File: src/rtl/uart_rx_pkg.sv
package uart_rx_pkg;

    localparam int STAT_READY = 0;
    localparam int STAT_OVR   = 1;
    localparam int STAT_PAR   = 2;
    localparam int STAT_FRM   = 3;
    localparam int STAT_BRK   = 4;
    localparam int STAT_SUM   = 7;

    // bit layout shared with the transmitter's format byte
    typedef struct packed {
        logic       stick;
        logic       even;
        logic       par_en;
        logic       two_stop;
        logic [1:0] len_sel;
    } line_fmt_t;

    typedef enum logic [2:0] {
        ST_IDLE, ST_START, ST_DATA, ST_PAR, ST_STOP, ST_HOLD
    } rx_state_e;

    typedef struct packed {
        logic [7:0] data;
        logic       par_err;
        logic       frm_err;
        logic       brk;
    } rx_frame_t;

    function automatic logic [3:0] data_bits(input logic [1:0] sel);
        return 4'd5 + {2'b00, sel};
    endfunction

    // data is already zero above the character length
    function automatic logic expected_parity(input logic [7:0] d, input line_fmt_t f);
        if (f.stick) return ~f.even;
        return f.even ? ^d : ~^d;
    endfunction

endpackage

File: src/rtl/uart_rx_sync.sv
module uart_rx_sync #(
    parameter int STAGES = 2
) (
    input  logic clk,
    input  logic rst,
    input  logic din,
    output logic dout
);
    logic [STAGES-1:0] stage_q;

    for (genvar g = 0; g < STAGES; g++) begin : g_stage
        if (g == 0) begin : g_first
            always_ff @(posedge clk) begin
                if (rst) stage_q[0] <= 1'b1;
                else     stage_q[0] <= din;
            end
        end else begin : g_next
            always_ff @(posedge clk) begin
                if (rst) stage_q[g] <= 1'b1;
                else     stage_q[g] <= stage_q[g-1];
            end
        end
    end

    assign dout = stage_q[STAGES-1];
endmodule

File: src/rtl/uart_rx_deframer.sv
module uart_rx_deframer
    import uart_rx_pkg::*;
#(
    parameter int OVERSAMPLE = 16
) (
    input  logic      clk,
    input  logic      rst,
    input  logic      tick_i,
    input  logic      line_i,
    input  line_fmt_t fmt_i,
    output logic      done_o,
    output rx_frame_t frame_o
);
    localparam int CNT_W = $clog2(OVERSAMPLE);
    localparam logic [CNT_W-1:0] MID  = CNT_W'(OVERSAMPLE / 2 - 1);
    localparam logic [CNT_W-1:0] LAST = CNT_W'(OVERSAMPLE - 1);

    rx_state_e        state;
    logic [CNT_W-1:0] cnt;
    logic [2:0]       bit_idx;
    logic [7:0]       shreg;
    logic             par_bad;
    logic             any_one;
    logic [3:0]       nbits;
    logic             last_bit;
    logic             is_brk;

    assign nbits    = data_bits(fmt_i.len_sel);
    assign last_bit = ({1'b0, bit_idx} == nbits - 4'd1);
    assign is_brk   = !any_one && !line_i;

    always_ff @(posedge clk) begin
        if (rst) begin
            state   <= ST_IDLE;
            cnt     <= '0;
            bit_idx <= '0;
            shreg   <= '0;
            par_bad <= 1'b0;
            any_one <= 1'b0;
            done_o  <= 1'b0;
            frame_o <= '0;
        end else begin
            done_o <= 1'b0;
            if (tick_i) begin
                case (state)
                    ST_IDLE: begin
                        if (!line_i) begin
                            state <= ST_START;
                            cnt   <= CNT_W'(1);   // detection tick counts as the first
                        end
                    end
                    ST_START: begin
                        if (cnt == MID) begin
                            cnt <= '0;
                            if (!line_i) begin
                                state   <= ST_DATA;
                                bit_idx <= '0;
                                shreg   <= '0;
                                par_bad <= 1'b0;
                                any_one <= 1'b0;
                            end else begin
                                state <= ST_IDLE;
                            end
                        end else begin
                            cnt <= cnt + 1'b1;
                        end
                    end
                    ST_DATA: begin
                        if (cnt == LAST) begin
                            cnt            <= '0;
                            shreg[bit_idx] <= line_i;
                            any_one        <= any_one | line_i;
                            if (last_bit) state <= fmt_i.par_en ? ST_PAR : ST_STOP;
                            else          bit_idx <= bit_idx + 1'b1;
                        end else begin
                            cnt <= cnt + 1'b1;
                        end
                    end
                    ST_PAR: begin
                        if (cnt == LAST) begin
                            cnt     <= '0;
                            par_bad <= (line_i != expected_parity(shreg, fmt_i));
                            any_one <= any_one | line_i;
                            state   <= ST_STOP;
                        end else begin
                            cnt <= cnt + 1'b1;
                        end
                    end
                    ST_STOP: begin
                        if (cnt == LAST) begin
                            cnt             <= '0;
                            done_o          <= 1'b1;
                            frame_o.data    <= shreg;
                            frame_o.brk     <= is_brk;
                            frame_o.frm_err <= !line_i && !is_brk;
                            frame_o.par_err <= fmt_i.par_en && par_bad && !is_brk;
                            state           <= line_i ? ST_IDLE : ST_HOLD;
                        end else begin
                            cnt <= cnt + 1'b1;
                        end
                    end
                    ST_HOLD: begin
                        if (line_i) state <= ST_IDLE;
                    end
                    default: state <= ST_IDLE;
                endcase
            end
        end
    end
endmodule

File: src/rtl/uart_rx_hold.sv
module uart_rx_hold
    import uart_rx_pkg::*;
(
    input  logic       clk,
    input  logic       rst,
    input  logic       done_i,
    input  rx_frame_t  frame_i,
    input  logic       rd_data_i,
    input  logic       rd_stat_i,
    output logic [7:0] data_o,
    output logic [7:0] stat_o
);
    logic ready_q, ovr_q, perr_q, ferr_q, brk_q, sum_q;
    logic set_ovr, set_par, set_frm, set_brk;

    assign set_ovr = done_i && ready_q && !rd_data_i;
    assign set_par = done_i && frame_i.par_err;
    assign set_frm = done_i && frame_i.frm_err;
    assign set_brk = done_i && frame_i.brk;

    always_ff @(posedge clk) begin
        if (rst) begin
            data_o  <= '0;
            ready_q <= 1'b0;
            ovr_q   <= 1'b0;
            perr_q  <= 1'b0;
            ferr_q  <= 1'b0;
            brk_q   <= 1'b0;
            sum_q   <= 1'b0;
        end else begin
            if (done_i) data_o <= frame_i.data;
            if (done_i)         ready_q <= 1'b1;
            else if (rd_data_i) ready_q <= 1'b0;
            ovr_q  <= (ovr_q  && !rd_stat_i) || set_ovr;
            perr_q <= (perr_q && !rd_stat_i) || set_par;
            ferr_q <= (ferr_q && !rd_stat_i) || set_frm;
            brk_q  <= (brk_q  && !rd_stat_i) || set_brk;
            sum_q  <= (sum_q  && !rd_stat_i) || set_ovr || set_par || set_frm || set_brk;
        end
    end

    always_comb begin
        stat_o             = '0;
        stat_o[STAT_READY] = ready_q;
        stat_o[STAT_OVR]   = ovr_q;
        stat_o[STAT_PAR]   = perr_q;
        stat_o[STAT_FRM]   = ferr_q;
        stat_o[STAT_BRK]   = brk_q;
        stat_o[STAT_SUM]   = sum_q;
    end
endmodule

File: src/rtl/uart_rx_line.sv
module uart_rx_line
    import uart_rx_pkg::*;
#(
    parameter int OVERSAMPLE  = 16,
    parameter int SYNC_STAGES = 2
) (
    input  logic       clk,
    input  logic       rst,
    input  logic       rx_serial_i,
    input  logic [7:0] line_cfg_i,
    input  logic       os_tick_i,
    input  logic       rd_data_i,
    input  logic       rd_stat_i,
    output logic [7:0] rx_data_o,
    output logic [7:0] line_stat_o
);
    line_fmt_t fmt;
    logic      line_sync;
    logic      frame_done;
    rx_frame_t frame;
    logic      cfg_unused;

    assign fmt        = line_fmt_t'(line_cfg_i[5:0]);
    assign cfg_unused = ^{line_cfg_i[7:6], fmt.two_stop};

    uart_rx_sync #(.STAGES(SYNC_STAGES)) sync_i (
        .clk  (clk),
        .rst  (rst),
        .din  (rx_serial_i),
        .dout (line_sync)
    );

    uart_rx_deframer #(.OVERSAMPLE(OVERSAMPLE)) deframer_i (
        .clk     (clk),
        .rst     (rst),
        .tick_i  (os_tick_i),
        .line_i  (line_sync),
        .fmt_i   (fmt),
        .done_o  (frame_done),
        .frame_o (frame)
    );

    uart_rx_hold hold_i (
        .clk       (clk),
        .rst       (rst),
        .done_i    (frame_done),
        .frame_i   (frame),
        .rd_data_i (rd_data_i),
        .rd_stat_i (rd_stat_i),
        .data_o    (rx_data_o),
        .stat_o    (line_stat_o)
    );
endmodule

File: config.mk
export PLATFORM = sky130hd
export DESIGN_NAME = uart_rx_line
export DESIGN_NICKNAME = d
export VERILOG_FILES = /design/src/rtl/uart_rx_pkg.sv /design/src/rtl/uart_rx_sync.sv /design/src/rtl/uart_rx_deframer.sv /design/src/rtl/uart_rx_hold.sv /design/src/rtl/uart_rx_line.sv
export SDC_FILE = /design/constraint.sdc
export NUM_CORES = 1
export LEC_CHECK = 0
export ABC_AREA = 1
export BUFFER_PORTS_ARGS = -buffer_cell sky130_fd_sc_hd__buf_2
export CAP_MARGIN = 5
export CORE_UTILIZATION = 53
export CTS_CLUSTER_SIZE = 20
export DETAILED_ROUTE_END_ITERATION = 8
export MAX_ROUTING_LAYER = met4
export PLACE_DENSITY_LB_ADDON = 0.08
export SYNTH_ARGS = -nofsm -noshare
export SYNTH_HDL_FRONTEND = slang
export SYNTH_SLANG_ARGS = --single-unit
File: constraint.sdc
create_clock -name clk -period 3.4 [get_ports clk]
set_clock_uncertainty 0.1 [all_clocks]
set_input_delay 0.51 -clock clk [delete_from_list [all_inputs] [get_ports clk]]
set_output_delay 0.51 -clock clk [all_outputs]
set_load 0.03 [all_outputs]
# Word-level counts from Yosys, hierarchy flattened
# Index checks and enable logic that the tools add are counted.
# word_totals
ff_bits	48
output_inout_bits	16
elab_cells	143
# classes
n_reduce_logical	46
n_bitwise	4
eq_ne	19
magnitude_cmp	2
n_mux	48
n_addsub	4
# ops
operator	n
$mux 3	13
$mux 8	3
$mux 1	20
$pmux 3 s6	1
$pmux 8 s2	1
$logic_and 1x1->1	15
$reduce_and 5->1	3
$mux 4	3
$ne 2x1->1 const B	6
$pmux 4 s3	1
$bwmux 8	1
$logic_or 1x1->1	8
$ne 2x2->1 const B	4
$reduce_and 8->1	1
$reduce_bool 2->1	4
$reduce_xnor 8->1	1
$reduce_xor 8->1	1
$eq 3x2->1 const B	2
$eq 3x3->1 const B	2
$pmux 3 s2	1
$reduce_and 3->1	2
$reduce_and 6->1	1
$reduce_or 3->1	2
$logic_not 1->1	5
other kinds (19)	22

# Logic depth before layout (Yosys ltp)
# depth
ltp_word	13
mapped_depth	13
depth_no_buf	13

# Hierarchy
# Synthesis repeated with hierarchy kept, for this count alone.
# unflattened
cells_unflattened	365
hier_area_um2	2458.6
# by_module_without_submodules
mod	cells_each	area_per_inst_um2	n_inst	seq_area_each_um2
uart_rx_deframer	287	1838.0	1	640.6
uart_rx_hold	71	561.8	1	280.3
uart_rx_sync	7	58.8	1	40.0

# Worst setup path before layout
# Ideal clock, no wire load.
# synth_path
path_kind	reg2reg
startpoint	reg deframer_i.cnt[0]
endpoint	reg deframer_i.state[0]
path_buffers	0
stages_incl_launch_ff	11
slack_ns	1.828
setup_ns	0.121
period_less_slack_ns	1.572
arrival_time_ns	1.351
path_cell_list	dfxtp_1 -> ha_1 -> nand2_1 -> inv_1 -> nand2_1 -> nand2_1 -> nand2_1 -> nor2_1 -> nand3_1 -> o21ai_0 -> a21oi_1
# synth_between
elab_chain_cells	3
elab_cells_between_ends	7
# synth_rtl
item	line	text
start, declared	uart_rx_deframer.sv:19	logic [CNT_W-1:0] cnt;
start signal, assigned	uart_rx_deframer.sv:65	cnt <= cnt + 1'b1;
start signal, assigned	uart_rx_deframer.sv:76	cnt <= cnt + 1'b1;
start signal, assigned	uart_rx_deframer.sv:86	cnt <= cnt + 1'b1;
$eq 4x4->1 / $eq 4x3->1 (equally long branches)	n/a	
$ne 2x1->1 (no line)	n/a	
$reduce_and 8->1 (no line) *	n/a	
end signal, assigned	uart_rx_deframer.sv:73	if (last_bit) state <= fmt_i.par_en ? ST_PAR : ST_STOP;
end signal, assigned	uart_rx_deframer.sv:97	state <= line_i ? ST_IDLE : ST_HOLD;
end, declared	uart_rx_deframer.sv:18	rx_state_e state;
# Mark *: on every way between the ends. The rest lies on a longest branch, timed or not.
# A chain may end at the register's enable or synchronous reset.

# Worst setup path after layout
# layout_path
startpoint	reg deframer_i.state[2]
endpoint	reg deframer_i.shreg[5]
# layout_between
elab_chain_cells	3
elab_cells_between_ends	8
# layout_rtl
item	line	text
$eq 3x2->1 / $eq 3x1->1 (equally long branches)	uart_rx_deframer.sv:45	case (state)
$ne 2x1->1 (no line), or another cell as far along	n/a	
$reduce_and 5->1 (no line)	n/a	
end signal, assigned by index	uart_rx_deframer.sv:71	shreg[bit_idx] <= line_i;
end, declared	uart_rx_deframer.sv:21	logic [7:0] shreg;
# Parallel ways exist; a longest one is shown, timed or not.

==> qor.yml <==
status:
  status: "complete, no violations"
pwr:
  powerDensity_nw_per_um2: 597
  p_leak_nw: 1.18
  peakVddDrop_uv: 363
synth:
  yosys_register_bits: 48
  synth_compound_area_share_pct: 16.8
  synth_cell_type_count: 31
  synth_xor_area_share_pct: 1.84
  synthAdderAreaFrac_pct: 1.05
  yosysSeqAreaShare_pct: 40.4
  yosysWarnings: 0
  avgSynthCellArea_um2: 6.66
  synth_cells: 357
  synthSimpleGateAreaFrac_pct: 28.3
  synth_top_family_by_area: "simple AND/OR/NAND/NOR gates"
  netlist_area_um2: 2380
  muxShareOfSynthArea_pct: 0
cells_and_area:
  drive_gt1_share_pct: 11.6
  num_antenna_cells: 0
  register_area_um2: 961
  multi_input_area_um2: 1150
  final_cells: 420
  nets: 385
  syn_to_final_growth_pct: 9.27
  nFillCells: 405
flow_run:
  drv_cap: 0
place:
  place_inst: 412
  gp_congestion: 0.902
  dp_hpwl_um: 3350
  io_buffers: 24
  post-place-ws_ns: 1.11
sta:
  period_needed_ns: 2.35
  fin_setup_tns_ns: 0
  final_max_slew_viol_count: 0
  finalWorstSetupSlack_ns: 1.05
  clock.fmax_ghz: 0.425
  min_period_over_period_pct: 69.2
  rsz0062_at_grt: "no"
  whs_ns: 0.289
  hold_viol: 0
  setup_violations: 0
  relSlewSlack_pct: 58.1
  tightest_slew_ns: 0.627
clock_tree:
  worstSkewPairLatency_ns: 0.30
  cts_tree: "built"
  post_cts_buffers: 0
  cts_buffers: 5
  cts.sinks: 48
  cts-root-buf: "clkbuf_8"
  post_cts_resized: 0
  cts_buffer_depth: 2
  htreeDepth: 2
  cts_hold_buf: 0
  clk_pin_slew_ns: 0.09
floorplanning:
  start_util_pct: 57.3
  rows: 23
  coreArea_um2: 4140
  die_w_um: 69.0
  die_y_um: 69.0
  pin_count: 30
  dieArea_um2: 4750
critical_path:
  cp_common_cell: "nand2_1"
  worst-path-max-fanout: 12
  cp-end-kind: "flip-flop"
  crit_buf_inv: 1
  start_kind: "flip-flop"
  path_class: "flip-flop to flip-flop"
  path_delay_family: "simple AND/OR/NAND/NOR gates"
  crit_slowest_cell: "nor2_1"
  crit_path_max_incr_delay_ns: 0.49
  ff2ff_setup_slack_ns: 1.05
  cp.required_ns: 3.54
  worstPathArrival_ns: 2.49
  cp_cell_sequence: "nor2_4, nand2_2, clkinv_1, nand2_1, nand2_1, nor2_1, and3_1, nand2_1, a21oi_1"
detailed_routing:
  first_iter_violations: 158
  avgRoutedWirePerCell_um: 11.2
  post-route-drc-count: 0
  viasPerCell: 5.21
  antenna_left: 0
  firstDrtPassIters: 5
  vias: 2189
  totalWireLength_um: 4690
global_routing:
  grt_pass1_vias: 1829
  antenna_found_initial: 0
  gr-total-overflow: 0
  grt_pass1_wl_um: 7580
  track_usage_pct: 22.3
  grt_max_degree: 28
min_path:
  worst_hold_path_type: "primary input to flip-flop"
[cell usage after synthesis, drive strengths merged]
library cell / instances / area share, %
xnor2: 1 / 0.37
clkinv: 2 / 0.32
o21ai: 32 / 6.7
a211oi: 2 / 0.63
a21oi: 37 / 7.8
clkbuf: 8 / 1.3
o211ai: 1 / 0.32
a22oi: 1 / 0.32
nand4: 3 / 0.79
nor2: 45 / 7.5
dfxtp: 48 / 40
nand3: 9 / 1.9
conb: 1 / 0.16
a41oi: 1 / 0.37
ha: 2 / 1.1
inv: 39 / 6.2
xor2: 4 / 1.5
nand2: 91 / 15
or2: 2 / 0.53
buf: 13 / 3.6
o31ai: 2 / 0.63
nand3b: 1 / 0.32
and3: 1 / 0.26
nor3: 11 / 2.3
[per-stage QoR]
step	power, mW	util [%]	area (um^2)
after detailed placement	1.06	59.3	2460
after global routing	1.64	62.7	2600
after CTS	1.56	62.7	2600
after global placement	1.06	59.3	2460
after floorplan	0.980	-	2380
final	1.55	62.7	2600
[metal layers]
layer	vias to the layer above	track usage, %	routed length [um]
met5	-	-	0
met4	0	9.18	85
met3	8	5.10	136
met2	37	38.0	2250
met1	985	25.1	2220
li1	1159	-	-
[worst reg2reg max path, delay by kind of cell (launching register included)]
family	cells	cell delay (ns)
flops	1	0.48
buf+inv	1	0.15
compound gates	1	0.12
simple gates	7	1.44
[worst paths after layout]
kind / startpoint / endpoint / depth (start not counted)
worst max-delay path: deframer_i.state[2] / deframer_i.shreg[5] / 9
worst min-delay path: rx_serial_i / sync_i.stage_q[0] / 2
worst max register to register: deframer_i.state[2] / deframer_i.shreg[5] / 9
worst min register to register: sync_i.stage_q[0] / sync_i.dout / 1
[report_power, final]
group / leakage [nW] / internal (mW) / total [mW] / switching, mW
clock: 0.0687 / 0.296 / 0.494 / 0.198
sequential: 0.388 / 0.594 / 0.637 / 0.0428
combinational: 0.728 / 0.127 / 0.419 / 0.292
[cell families after synthesis]
logic type	after synthesis
other cells	1
xor+xnor	5
compound gates	76
flops	48
fa+ha+maj	2
buf+inv	62
simple gates	163
[cells in the final DEF, fill, tap and decap left out, types with 2 or more instances in the layout]
cell	n
a211oi_1	2
a21oi_1	37
buf_2	24
bufinv_16	2
clkbuf_8	5
clkinv_1	2
conb_1	2
dfxtp_1	48
ha_1	2
inv_1	37
inv_2	2
nand2_1	88
nand2_2	3
nand3_1	9
nand4_1	3
nor2_1	43
nor3_1	10
o21ai_0	31
o31ai_1	2
or2_2	2
xor2_1	4
[flip-flops by register name, summed over array words and instances (netlist names), 3 cells and up]
signal	cells
deframer_i.frame_o	11
deframer_i.shreg	8
hold_i.data_o	8
deframer_i.cnt	4
deframer_i.bit_idx	3
deframer_i.state	3
[cell type report]
cell class / count / share of cell area, %
Clock buffer: 5 / 2.65
Clock inverter: 3 / 2.65
Timing Repair Buffer: 25 / 4.92
Inverter: 41 / 5.93
Multi-Input combinational cell: 248 / 44.4
Tap cell: 50 / 2.41
Sequential cell: 48 / 37.0
Note: power is estimated with default switching activity, not from simulation.
